<file path="src/rtl/bfx_pkg.sv">
// Shared constants and types for the bitfield extract unit.
// Assumes a 64-bit datapath with 5-bit width and start codes.
package bfx_pkg;
    localparam int unsigned XLEN     = 64;
    localparam int unsigned HALF     = XLEN / 2;
    localparam int unsigned CODE_W   = $clog2(HALF);      // 5
    localparam int unsigned POS_W    = $clog2(XLEN);      // 6
    localparam int unsigned SIZE_W   = POS_W + 1;         // 7, holds 1..64
    localparam int unsigned EXTENT_W = SIZE_W + 1;        // start + width
    localparam logic [5:0]  MAJOR_OP = 6'h1F;

    typedef enum logic [5:0] {
        FN_WORD   = 6'd0,
        FN_MIDDLE = 6'd1,
        FN_UPPER  = 6'd2,
        FN_DOUBLE = 6'd3
    } bfx_fn_e;

    typedef struct packed {
        logic [POS_W-1:0]  start;
        logic [SIZE_W-1:0] width;
        logic              word_form;
        logic              bad;
    } bfx_op_t;
endpackage

</file>
<file path="src/rtl/bfx_decode.sv">
// Decoder: turns opcode, function, width and start codes into a real start
// bit and width, and flags illegal encodings and fields that overrun the
// operand. Assumes the codes are already sliced from the instruction.
module bfx_decode
    import bfx_pkg::*;
(
    input  logic [5:0]        opcode,
    input  logic [5:0]        func,
    input  logic [CODE_W-1:0] width_code,
    input  logic [CODE_W-1:0] start_code,
    output bfx_op_t           op
);
    logic [SIZE_W-1:0]   width_w;
    logic [POS_W-1:0]    start_w;
    logic [EXTENT_W-1:0] extent;
    logic                fn_ok;
    logic                word;

    // Apply the per-form bias to the width and start codes.
    always_comb begin
        width_w = SIZE_W'(width_code) + SIZE_W'(1);
        start_w = POS_W'(start_code);
        fn_ok   = 1'b1;
        word    = 1'b0;
        case (func)
            FN_WORD:   word    = 1'b1;
            FN_MIDDLE: width_w = SIZE_W'(width_code) + SIZE_W'(HALF + 1);
            FN_UPPER:  start_w = POS_W'(start_code) + POS_W'(HALF);
            FN_DOUBLE: ;
            default:   fn_ok   = 1'b0;
        endcase
    end

    // Range check of the field end against the operand or word boundary.
    always_comb begin
        extent    = EXTENT_W'(start_w) + EXTENT_W'(width_w);
        op.start  = start_w;
        op.width  = width_w;
        op.word_form = word;
        op.bad    = (opcode != MAJOR_OP) || !fn_ok
                 || (extent > EXTENT_W'(XLEN))
                 || (word && (extent > EXTENT_W'(HALF)));
    end
endmodule

</file>
<file path="src/rtl/bfx_mask_gen.sv">
// Mask generator: sets bit i when i is below the width. Each bit is a plain
// compare, so width 64 gives all ones with no 64-place shift.
// Assumes width is in 1..XLEN.
module bfx_mask_gen
    import bfx_pkg::*;
(
    input  logic [SIZE_W-1:0] width,
    output logic [XLEN-1:0]   mask
);
    for (genvar i = 0; i < XLEN; i++) begin : g_bit
        // One compare per mask bit.
        assign mask[i] = (SIZE_W'(i) < width);
    end
endmodule

</file>
<file path="src/rtl/bfx_align.sv">
// Aligner: shifts the source down by the start bit, keeps the masked field,
// and sign-extends from bit 31 for the word form.
module bfx_align
    import bfx_pkg::*;
(
    input  logic [XLEN-1:0]  src,
    input  logic [POS_W-1:0] start,
    input  logic [XLEN-1:0]  mask,
    input  logic             word_form,
    output logic [XLEN-1:0]  field
);
    logic [XLEN-1:0] shifted;
    logic [XLEN-1:0] masked;

    // Right-justify and clip the field, then pick the extension rule.
    always_comb begin
        shifted = src >> start;
        masked  = shifted & mask;
        if (word_form)
            field = {{HALF{masked[HALF-1]}}, masked[HALF-1:0]};
        else
            field = masked;
    end
endmodule

</file>
<file path="src/rtl/bitfield_extract_unit.sv">
// Top of the bitfield extract unit: decode, mask, align, then one output
// register stage. Synchronous active-low reset. Assumes one operation per
// cycle with no back-pressure.
module bitfield_extract_unit
    import bfx_pkg::*;
(
    input  logic            clk,
    input  logic            rst_n,
    input  logic            in_valid,
    input  logic [31:0]     instr,
    input  logic [XLEN-1:0] src,
    output logic            out_valid,
    output logic [XLEN-1:0] result,
    output logic            illegal
);
    bfx_op_t         op;
    logic [XLEN-1:0] mask;
    logic [XLEN-1:0] field;
    logic            unused_reg_fields;

    // Register selects are handled outside this unit.
    assign unused_reg_fields = ^instr[25:16];

    bfx_decode u_decode (
        .opcode     (instr[31:26]),
        .func       (instr[5:0]),
        .width_code (instr[15:11]),
        .start_code (instr[10:6]),
        .op         (op)
    );

    bfx_mask_gen u_mask (
        .width (op.width),
        .mask  (mask)
    );

    bfx_align u_align (
        .src       (src),
        .start     (op.start),
        .mask      (mask),
        .word_form (op.word_form),
        .field     (field)
    );

    // Output stage: capture an accepted operation, hold otherwise.
    always_ff @(posedge clk) begin
        if (!rst_n) begin
            out_valid <= 1'b0;
            illegal   <= 1'b0;
            result    <= '0;
        end else begin
            out_valid <= in_valid;
            illegal   <= in_valid & op.bad;
            if (in_valid)
                result <= op.bad ? '0 : field;
        end
    end
endmodule

</file>
<file path="config.mk">
export PLATFORM = sky130hd
export DESIGN_NAME = bitfield_extract_unit
export DESIGN_NICKNAME = d
export VERILOG_FILES = /design/src/rtl/bfx_pkg.sv /design/src/rtl/bfx_decode.sv /design/src/rtl/bfx_mask_gen.sv /design/src/rtl/bfx_align.sv /design/src/rtl/bitfield_extract_unit.sv
export SDC_FILE = /design/constraint.sdc
export NUM_CORES = 1
export LEC_CHECK = 0
export BUFFER_PORTS_ARGS = -buffer_cell sky130_fd_sc_hd__buf_2
export CAP_MARGIN = 10
export CORE_UTILIZATION = 49
export CTS_CLUSTER_DIAMETER = 60
export DETAILED_ROUTE_END_ITERATION = 7
export PLACE_DENSITY = 0.72
export SLEW_MARGIN = 20
export SYNTH_ARGS = -nofsm -noshare
export SYNTH_HDL_FRONTEND = slang
export SYNTH_HIERARCHICAL = 1
export SYNTH_SLANG_ARGS = --single-unit
export TNS_END_PERCENT = 5
</file>
<file path="constraint.sdc">
create_clock -name clk -period 3.91 [get_ports clk]
set_input_delay 0.391 -clock clk [delete_from_list [all_inputs] [get_ports clk]]
set_output_delay 0.391 -clock clk [all_outputs]
set_load 0.02 [all_outputs]
</file>
==> results of run 1 <==
stage by stage:
step                      instances  utilization, %  hold slack [ns]  area, sq um
after floorplan                1029               -           0.5448         8522
after global placement         1344           55.83           0.4574         9356
after detailed placement       1344           55.83           0.4583         9356
after CTS                      1359           57.54           0.4677         9643
after global routing           1359           57.54           0.4882         9643
final                          1359           57.54           0.4674         9643
critical path: stages:
cell and delay (ns):
buf_2 0.13, ha_1 0.61, ha_1 0.34, a211oi_2 0.29, o21ai_0 0.18, a21o_1 0.18
a2111oi_0 0.42, nand4_1 0.21, nand2b_2 0.21, buf_4 0.31, o21ai_0 0.24
final cells by class:
class	count	area share, %
clock buffer	12	2.556
clock inverter	3	0.4152
inverter	15	0.5839
multi-input combinational	849	68.31
sequential	66	13.70
tap	220	2.855
timing repair buffer	194	11.57
placed cells by master, fill, tap and decap left out, drive strengths merged, types with 52 or more instances in the layout:
| cell | n |
|---|---|
| buf | 194 |
| nand2 | 132 |
| o21ai | 118 |
| nand3b | 67 |
| dfxtp | 66 |
| mux2i | 64 |
| mux2 | 56 |
| mux4 | 55 |
| nor2 | 52 |
power by group through the flow:
stage	Sequential, mW	Combinational, mW	Clock [mW]
floorplan	0.690	0.680	0
global placement	0.689	1.01	0
detailed placement	0.689	1.02	0
CTS	0.675	1.02	0.799
global route	0.674	1.11	0.826
finish	0.675	1.06	0.782
routing by layer:
metal	global-route usage [%]	up-vias	share of wire (%)
li1	-	4147	-
met1	47.28	4418	42
met2	54.46	518	45
met3	6.878	93	8.6
met4	16.29	0	4.6
met5	0	-	0
cells by family (layout without fill, tap and decap cells):
kind of cell | Yosys count | after routing | share of synthesized area [%]
AND/OR/NAND/NOR | 353 | 353 | 21.94
AO/OA/AOI/OAI | 308 | 308 | 23.96
multiplexers | 175 | 175 | 29.54
buffers and inverters | 114 | 224 | 7.282
flip-flops | 66 | 66 | 15.50
adder cells (fa/ha/maj) | 8 | 8 | 1.263
XOR/XNOR | 5 | 5 | 0.5140
final timing paths:
| kind | cells past startpoint | slack [ns] | start | end |
|---|---|---|---|---|
| setup / recovery | 11 | 0.59 | instr[11] | result[0] |
| hold / removal | 2 | 0.47 | result[41] | result[41] |
| setup reg to reg | 2 | 3.28 | result[0] | result[0] |
| hold reg to reg | 2 | 0.47 | result[41] | result[41] |
state kept, by name, indices dropped and copies added (netlist names):
| signal | cells |
|---|---|
| result | 64 |
| out_valid | 1 |
| illegal | 1 |
==> flow_summary_export.csv, run 1 <==
group,metric,value,unit
setup_path,worst_setup_path_start_kind,"input port",
detailed_routing,drt_first_pass_iters,6,
clocking,cts_hold_buf,0,
sta,setup_viol,0,
power,switching_share,36.55,%
setup_path,worstSetupEndpointType,"register",
hold_path,hp-class,"register to register",
power,pwr-share-clk,31.1,%
global_routing,antenna_found_initial,0,
clocking,post_cts_buffers,0,
place,dp_hpwl,24.12,mm
global_routing,grt_pass1_vias,8423,
cells_and_area,layout-drive-gt1-share,31.69,%
power,p_switching,0.9198,mW
setup_path,cp_max_fo,63,
power,p_per_area,260.9,mW/mm^2
run_status,status,"completed",
sta,hold_violations,0,
global_routing,grt_pass1_wl,48.65,mm
clocking,clock_sinks,66,
logic_synthesis,avgSynthCellArea,8.282,sq um
cells_and_area,syn_to_final_growth,13.16,%
cells_and_area,multi_input_area,0.006588,sq mm
logic_synthesis,post-synth-top-count-cell,"nand2_1",
flow_run,maxCapViolCount,0,
die,dieArea,0.01792,sq mm
power,finalPower,2.516,mW
setup_path,crit_type,"input port to register",
logic_synthesis,synth-edff-count,0,
die,coreArea,0.01676,sq mm
cells_and_area,seq_area,0.001321,sq mm
sta,tightest_slew,0.9490,ns
cells_and_area,fillers,1600,
detailed_routing,drt_wl_total,31.69,mm
global_routing,grtUsageTotal,35.23,%
clocking,cts_buffer_depth,2,
detailed_routing,via_count,9176,
logic_synthesis,netlist_area,0.008522,sq mm
logic_synthesis,ys_top_cells_by_count,"nand2_1, o21ai_0, nand3b_1, dfxtp_1, mux2i_1",
power,p_leak,3.891,nW
place,finalWeightedCongestion,1.059,
power,seqPwrFrac,26.8,%
clocking,cts_max_level,3,
detailed_routing,drc,0,
logic_synthesis,yosysUniqueCellTypes,75,
place,dpl_worst_slack,0.3052,ns
logic_synthesis,syn_inst,1029,
sta,setup_ws,0.5927,ns
clocking,cts_resized,0,
logic_synthesis,async_flop_share,0,%
logic_synthesis,ys.flop_type,"dfxtp_1",
logic_synthesis,synth.top_cell.area_share,15.50,%
clocking,cts-root-buf,"clkbuf_16",
detailed_routing,drt-wirelength-per-cell,23.32,um
die,start_util,50.85,%
sta,finalMaxSlewViolations,0,
power,ir_worst_vdd,0.0002166,V
sta,clock.fmax,301.5,MHz
logic_synthesis,synth_area_leaders,"dfxtp_1, mux4_2, mux2i_1",
die,die_w,133.9,um
cells_and_area,antenna-diode-count,0,
die,die_h,133.9,um
detailed_routing,via_per_inst,6.752,
clocking,clkLatencyLatePin,0.33,ns
detailed_routing,ant_nets,0,
clocking,clk_pin_slew,0.05,ns
setup_path,cp.arrival,3.57,ns
detailed_routing,drt-initial-drc-count,1277,
clocking,cts_tree,"done",
sta,relSlewSlack,36.06,%
global_routing,grt_max_degree,69,
cells_and_area,fin_nets,1242,
sta,skew,0,ns
sta,finalCritPeriodShare,84.84,%
power,combPwrFrac,42.1,%
global_routing,overflow,0,
logic_synthesis,yosys_warnings,6,
logic_synthesis,synth_top_area_cell,"dfxtp_1",
setup_path,cp.required,4.16,ns
place,io_buffers,154,
power,intPower,1.596,mW
die,io_pins,165,
sta,timing.setup.tns,0,ns
logic_synthesis,ys_seq_elements,66,
clocking,cts_buffers,9,
sta,grt_setup_unrepaired,"false",
logic_synthesis,ys_seq_area_share,15.50,%
logic_synthesis,syn_nets,1136,
die,row_count,47,
sta,min_period,3.317,ns
Note: power is estimated with default switching activity, not from simulation.
==> run 2, diff against run 1 <==
ABC_AREA = 1   (was default)
PLACE_DENSITY = 0.73   (was 0.72)
clock period = 3.1 ns   (was 3.91 ns; I/O delays follow)
==> flow_summary_export.csv, run 2 <==
group,metric,value,unit
detailed_routing,via_count,10220,
global_routing,grt_pass1_wl,43.84,mm
detailed_routing,drt_first_pass_iters,6,
sta,timing.setup.tns,0,ns
setup_path,crit_top_cell,"nand2_1",
logic_synthesis,ys_top_cells_by_count,"nand3_1, nand2_1, a21oi_1, nor2_1, dfxtp_1",
detailed_routing,drt_wl_total,27.43,mm
detailed_routing,drt-wirelength-per-cell,15.66,um
clocking,clkLatencyLatePin,0.32,ns
logic_synthesis,syn_inst,1460,
setup_path,cp_top_family,"simple AND/OR/NAND/NOR gates",
run_status,status,"completed",
logic_synthesis,ys.flop_type,"dfxtp_1",
power,ir_worst_vdd,0.0003390,V
logic_synthesis,synth-edff-count,0,
cells_and_area,final_common_cell,"nand3_1",
power,combPwrFrac,36.0,%
hold_path,whs_path_depth,3,
detailed_routing,drc,0,
logic_synthesis,yosys_warnings,6,
detailed_routing,drt-initial-drc-count,1292,
cells_and_area,layout-drive-gt1-share,13.90,%
power,intPower,1.807,mW
sta,clock.fmax,393.1,MHz
die,row_count,45,
setup_path,cp.arrival,2.79,ns
logic_synthesis,netlist_area,0.007830,sq mm
power,p_leak,4.467,nW
setup_path,worstSetupEndpointType,"register",
setup_path,slowest_stage,"ha_1",
cells_and_area,most-common-layout-cells,"nand3_1, nand2_1, buf_2",
place,dp.cells,1735,
sta,relSlewSlack,30.76,%
cells_and_area,largest_register_ffs,64,
logic_synthesis,async_flop_share,0,%
clocking,cts_buffer_depth,2,
sta,finalCritPeriodShare,82.06,%
setup_path,crit_cells,18,
cells_and_area,largest_register,"result",
global_routing,grtUsageTotal,33.36,%
die,io_pins,165,
setup_path,critPathBufInv,5,
cells_and_area,antenna-diode-count,0,
logic_synthesis,yosysUniqueCellTypes,30,
clocking,clk_pin_slew,0.05,ns
setup_path,crit_type,"input port to register",
die,dieArea,0.01649,sq mm
global_routing,overflow,0,
die,die_w,128.4,um
clocking,cts_tree,"done",
cells_and_area,fin_nets,1642,
clocking,cts_max_level,3,
logic_synthesis,synth.top_cell.area_share,36.05,%
hold_path,hp-class,"input port to register",
sta,tightest_slew,1.039,ns
power,p_per_area,329.6,mW/mm^2
logic_synthesis,post-synth-top-count-cell,"nand3_1",
logic_synthesis,ys_seq_area_share,16.87,%
sta,min_period,2.544,ns
clocking,cts-root-buf,"clkbuf_16",
sta,skew,0,ns
logic_synthesis,synth_area_leaders,"nand3_1, nand2_1, dfxtp_1",
die,coreArea,0.01537,sq mm
logic_synthesis,syn_nets,1567,
power,switching_share,37.41,%
clocking,post_cts_buffers,0,
place,io_buffers,154,
place,dp_hpwl,20.43,mm
setup_path,slowest_delay,0.35,ns
detailed_routing,ant_nets,0,
global_routing,grt_max_degree,66,
power,pwr-share-clk,34.6,%
place,finalWeightedCongestion,1.057,
sta,finalMaxSlewViolations,0,
cells_and_area,syn_to_final_growth,11.84,%
logic_synthesis,ys_seq_elements,66,
setup_path,reg2reg_depth,2,
logic_synthesis,synth_top_area_cell,"nand3_1",
clocking,cts_resized,0,
logic_synthesis,avgSynthCellArea,5.363,sq um
sta,setup_viol,0,
setup_path,crit_chain,"buf_2 -> ha_1 -> nand4_2 -> nand2_1 -> inv_1 -> ha_1 -> nand2_1 -> inv_1 -> nand4_1 -> nand3_1 -> nand3_1 -> nand2_1 -> a21oi_1 -> nand2_1 -> inv_1 -> buf_12 -> nand3_1 -> a21oi_1",
clocking,cts_hold_buf,0,
cells_and_area,stdcell_count,1751,
die,start_util,50.94,%
clocking,clock_sinks,66,
flow_run,maxCapViolCount,0,
power,p_switching,1.080,mW
setup_path,cp.required,3.34,ns
detailed_routing,via_per_inst,5.837,
setup_path,cp_max_fo,65,
clocking,cts_buffers,9,
sta,hold_violations,0,
power,seqPwrFrac,29.5,%
die,die_h,128.4,um
sta,grt_setup_unrepaired,"false",
setup_path,worst_setup_path_start_kind,"input port",
cells_and_area,reg_top3,"result x64, illegal x1, out_valid x1",
global_routing,antenna_found_initial,0,
global_routing,grt_pass1_vias,8881,
-- run 2: cell count changes after synthesis, sizes merged, moves of 19 or more --
| cell | delta |
|---|---|
| a21oi | +61 |
| a31o | -27 |
| inv | +52 |
| mux2 | -56 |
| mux2i | -64 |
| mux4 | -55 |
| nand2 | +272 |
| nand3 | +548 |
| nand3b | -65 |
| nor2 | +29 |
| nor3 | -19 |
| o21ai | -87 |
| o22ai | -27 |
-- run 2: worst reg2reg max path, cell delays in order (launching register included) --
cell and delay (ns):
dfxtp_1 0.35, nand2_1 0.06, a21oi_1 0.20
-- run 2: final timing paths --
path	start	to	slack, ns
setup reg to reg	result[20]	result[20]	2.40
setup / recovery	instr[11]	result[20]	0.56
hold reg to reg	result[16]	result[16]	0.46
hold / removal	rst_n	out_valid	0.22
-- run 2: metal layers --
layer  GRT usage (%)  share of wire (%)  up-vias
met3           4.906                8.0       70
li1                -                  -     5114
met5               0                  0        -
met4           13.56                3.5        0
met2           56.18                 47      511
met1           42.70                 41     4525
-- run 2: cell type report --
class                      instances  area, sq um
inverter                          67        251.5
fill                            1685         6614
clock inverter                     5        53.80
timing repair buffer             180        991.0
tap                              211        264.0
sequential                        66         1321
multi-input combinational       1211         5633
clock buffer                      11        242.7
-- run 2: cells by family (layout without fill, tap and decap cells) --
family | count (synthesis) | in the layout | share of synthesized area, %
AND/OR/NAND/NOR | 1078 | 1078 | 62.16
buffers and inverters | 183 | 263 | 11.25
AO/OA/AOI/OAI | 120 | 120 | 7.782
flip-flops | 66 | 66 | 16.87
adder cells (fa/ha/maj) | 8 | 8 | 1.374
XOR/XNOR | 5 | 5 | 0.5593
-- run 2: power by group through the flow --
stage	clock network [mW]	logic (mW)	registers, mW
2_1_floorplan	0	0.726	0.871
3_5_place_dp	0	1.01	0.869
4_1_cts	1.02	1.01	0.850
3_3_place_gp	0	1.00	0.869
5_1_grt	1.05	1.14	0.850
6_report	0.998	1.04	0.851
-- run 2: metrics by stage --
| stage | hold WS (ns) | utilization, % | instance area, sq um | setup WS (ns) | total power, mW |
|---|---|---|---|---|---|
| floorplan | 0.4260 | - | 7830 | 0.6801 | 1.596 |
| global placement | 0.4523 | 55.04 | 8461 | 0.3248 | 1.870 |
| detailed placement | 0.4539 | 55.04 | 8461 | 0.2807 | 1.876 |
| CTS | 0.2096 | 56.97 | 8757 | 0.5950 | 2.878 |
| global route | 0.2242 | 56.97 | 8757 | 0.2655 | 3.039 |
| finish | 0.2184 | 56.97 | 8757 | 0.5561 | 2.887 |
==> run 3, diff against run 2 <==
PLACE_DENSITY = 0.76   (was 0.73)
clock period = 2.3 ns   (was 3.1 ns; I/O delays follow)
==> flow_summary_export.csv, run 3 (synthesis gave the netlist of run 2 again) <==
group,metric,value,unit
setup_path,slowest_delay,0.41,ns
cells_and_area,design_area,0.009366,sq mm
global_routing,grt_max_degree,69,
die,start_util,50.94,%
clocking,cts_buffer_depth,2,
cells_and_area,fillers,1626,
cells_and_area,most-common-layout-cells,"nand3_1, nand2_1, buf_2",
place,place_area,0.008891,sq mm
power,finalPower,3.921,mW
setup_path,cp_max_fo,14,
setup_path,slowest_stage,"fa_1",
setup_path,worstSetupEndpointType,"register",
die,dieArea,0.01649,sq mm
die,die_w,128.4,um
clocking,cts_tree,"done",
sta,tightest_slew,0.7597,ns
clocking,clkLatencyLatePin,0.32,ns
clocking,clock_sinks,66,
cells_and_area,antenna-diode-count,0,
place,dp_hpwl,21.27,mm
global_routing,grt_pass1_wl,45.40,mm
sta,skew,0,ns
cells_and_area,largest_register,"result",
setup_path,cp.arrival,2.46,ns
cells_and_area,fin_nets,1687,
sta,finalCritPeriodShare,96.29,%
setup_path,crit_top_cell,"a21oi_1",
setup_path,cp.required,2.55,ns
die,io_pins,165,
detailed_routing,drt-wirelength-per-cell,16.40,um
power,ir_worst_vdd,0.0005689,V
setup_path,crit_type,"input port to register",
sta,relSlewSlack,49.30,%
die,die_h,128.4,um
sta,setup_viol,0,
cells_and_area,seq_area,0.001321,sq mm
cells_and_area,utilization,60.94,%
place,io_buffers,154,
sta,hold_violations,0,
cells_and_area,stdcell_count,1795,
setup_path,worst_setup_path_start_kind,"input port",
run_status,status,"completed",
clocking,cts-root-buf,"clkbuf_16",
cells_and_area,layout-drive-gt1-share,17.61,%
detailed_routing,via_per_inst,5.972,
clocking,clk_pin_slew,0.05,ns
cells_and_area,syn_to_final_growth,19.62,%
place,finalWeightedCongestion,1.021,
power,p_per_area,418.6,mW/mm^2
cells_and_area,largest_register_ffs,64,
sta,finalMaxSlewViolations,0,
clocking,cts_max_level,3,
detailed_routing,drt_wl_total,29.44,mm
detailed_routing,via_count,10719,
detailed_routing,drc,0,
die,coreArea,0.01537,sq mm
sta,clock.fmax,451.5,MHz
die,row_count,45,
cells_and_area,reg_top3,"result x64, illegal x1, out_valid x1",
detailed_routing,drt-initial-drc-count,1273,
flow_run,maxCapViolCount,0,
global_routing,antenna_found_initial,0,
global_routing,grt_pass1_vias,9355,
cells_and_area,multi_input_area,0.005748,sq mm
global_routing,overflow,0,
place,dp.cells,1775,
hold_path,hp-class,"input port to register",
setup_path,crit_chain,"buf_2 -> inv_1 -> ha_2 -> fa_1 -> or2_2 -> nor2_2 -> nand4_1 -> a21oi_1 -> nand2_2 -> clkinv_4 -> buf_6 -> nand3_1 -> a21oi_1",
cells_and_area,final_common_cell,"nand3_1",
detailed_routing,drt_first_pass_iters,8,
global_routing,grtUsageTotal,34.46,%
detailed_routing,ant_nets,0,
sta,hold-worst-slack,0.1312,ns
clocking,post_cts_buffers,0,
sta,min_period,2.215,ns
clocking,cts_buffers,9,
power,p_leak,4.736,nW
## run 3: layout make-up
class / count / share of cell area, %
tap: 211 / 2.819
inverter: 67 / 2.738
clock buffer: 12 / 2.738
timing repair buffer: 225 / 16.07
clock inverter: 3 / 0.1603
multi-input combinational: 1211 / 61.37
sequential: 66 / 14.11
## run 3: where the power goes
group	total (mW)	leakage (nW)	internal, mW	switching (mW)
Combinational	1.52	4.07	0.510	1.01
Sequential	1.15	0.532	1.15	0.000432
Clock	1.25	0.138	0.776	0.478
## run 3: timing repair
action / CTS / global route
setup endpoints to repair: 0 / 64
gates resized for setup: 0 / 21
hold buffers: 0 / 0
## run 3: final timing paths
kind | slack (ns) | cells after the start | endpoint | from
worst min-delay path | 0.13 | 3 | out_valid | rst_n
worst max-delay path | 0.09 | 13 | result[33] | instr[11]
worst max register to register | 1.57 | 2 | result[37] | result[37]
worst min register to register | 0.46 | 2 | result[49] | result[49]
## run 3: worst max-delay path: cells and delay by family
| family | cells | cell delay (ns) |
|---|---|---|
| simple gates | 5 | 0.73 |
| compound gates | 2 | 0.34 |
| buf+inv | 4 | 0.55 |
| fa+ha+maj | 2 | 0.61 |
## run 3: layer usage
metal,part of all wire (%),GRT usage [%],vias up,wire [um]
li1,-,-,5202,-
met1,41,43.06,4829,11960
met2,47,58.31,580,13690
met3,7.8,4.449,108,2285
met4,5.1,17.30,0,1503
met5,0,0,-,0
## run 3: per-stage QoR
step / setup WS (ns) / TNS (ns)
6_report: 0.08531 / 0
5_1_grt: -0.05973 / -2.179
4_1_cts: 0.03040 / 0
3_5_place_dp: -0.3113 / -15.22
3_3_place_gp: -0.2170 / -12.20
2_1_floorplan: 0.001388 / 0
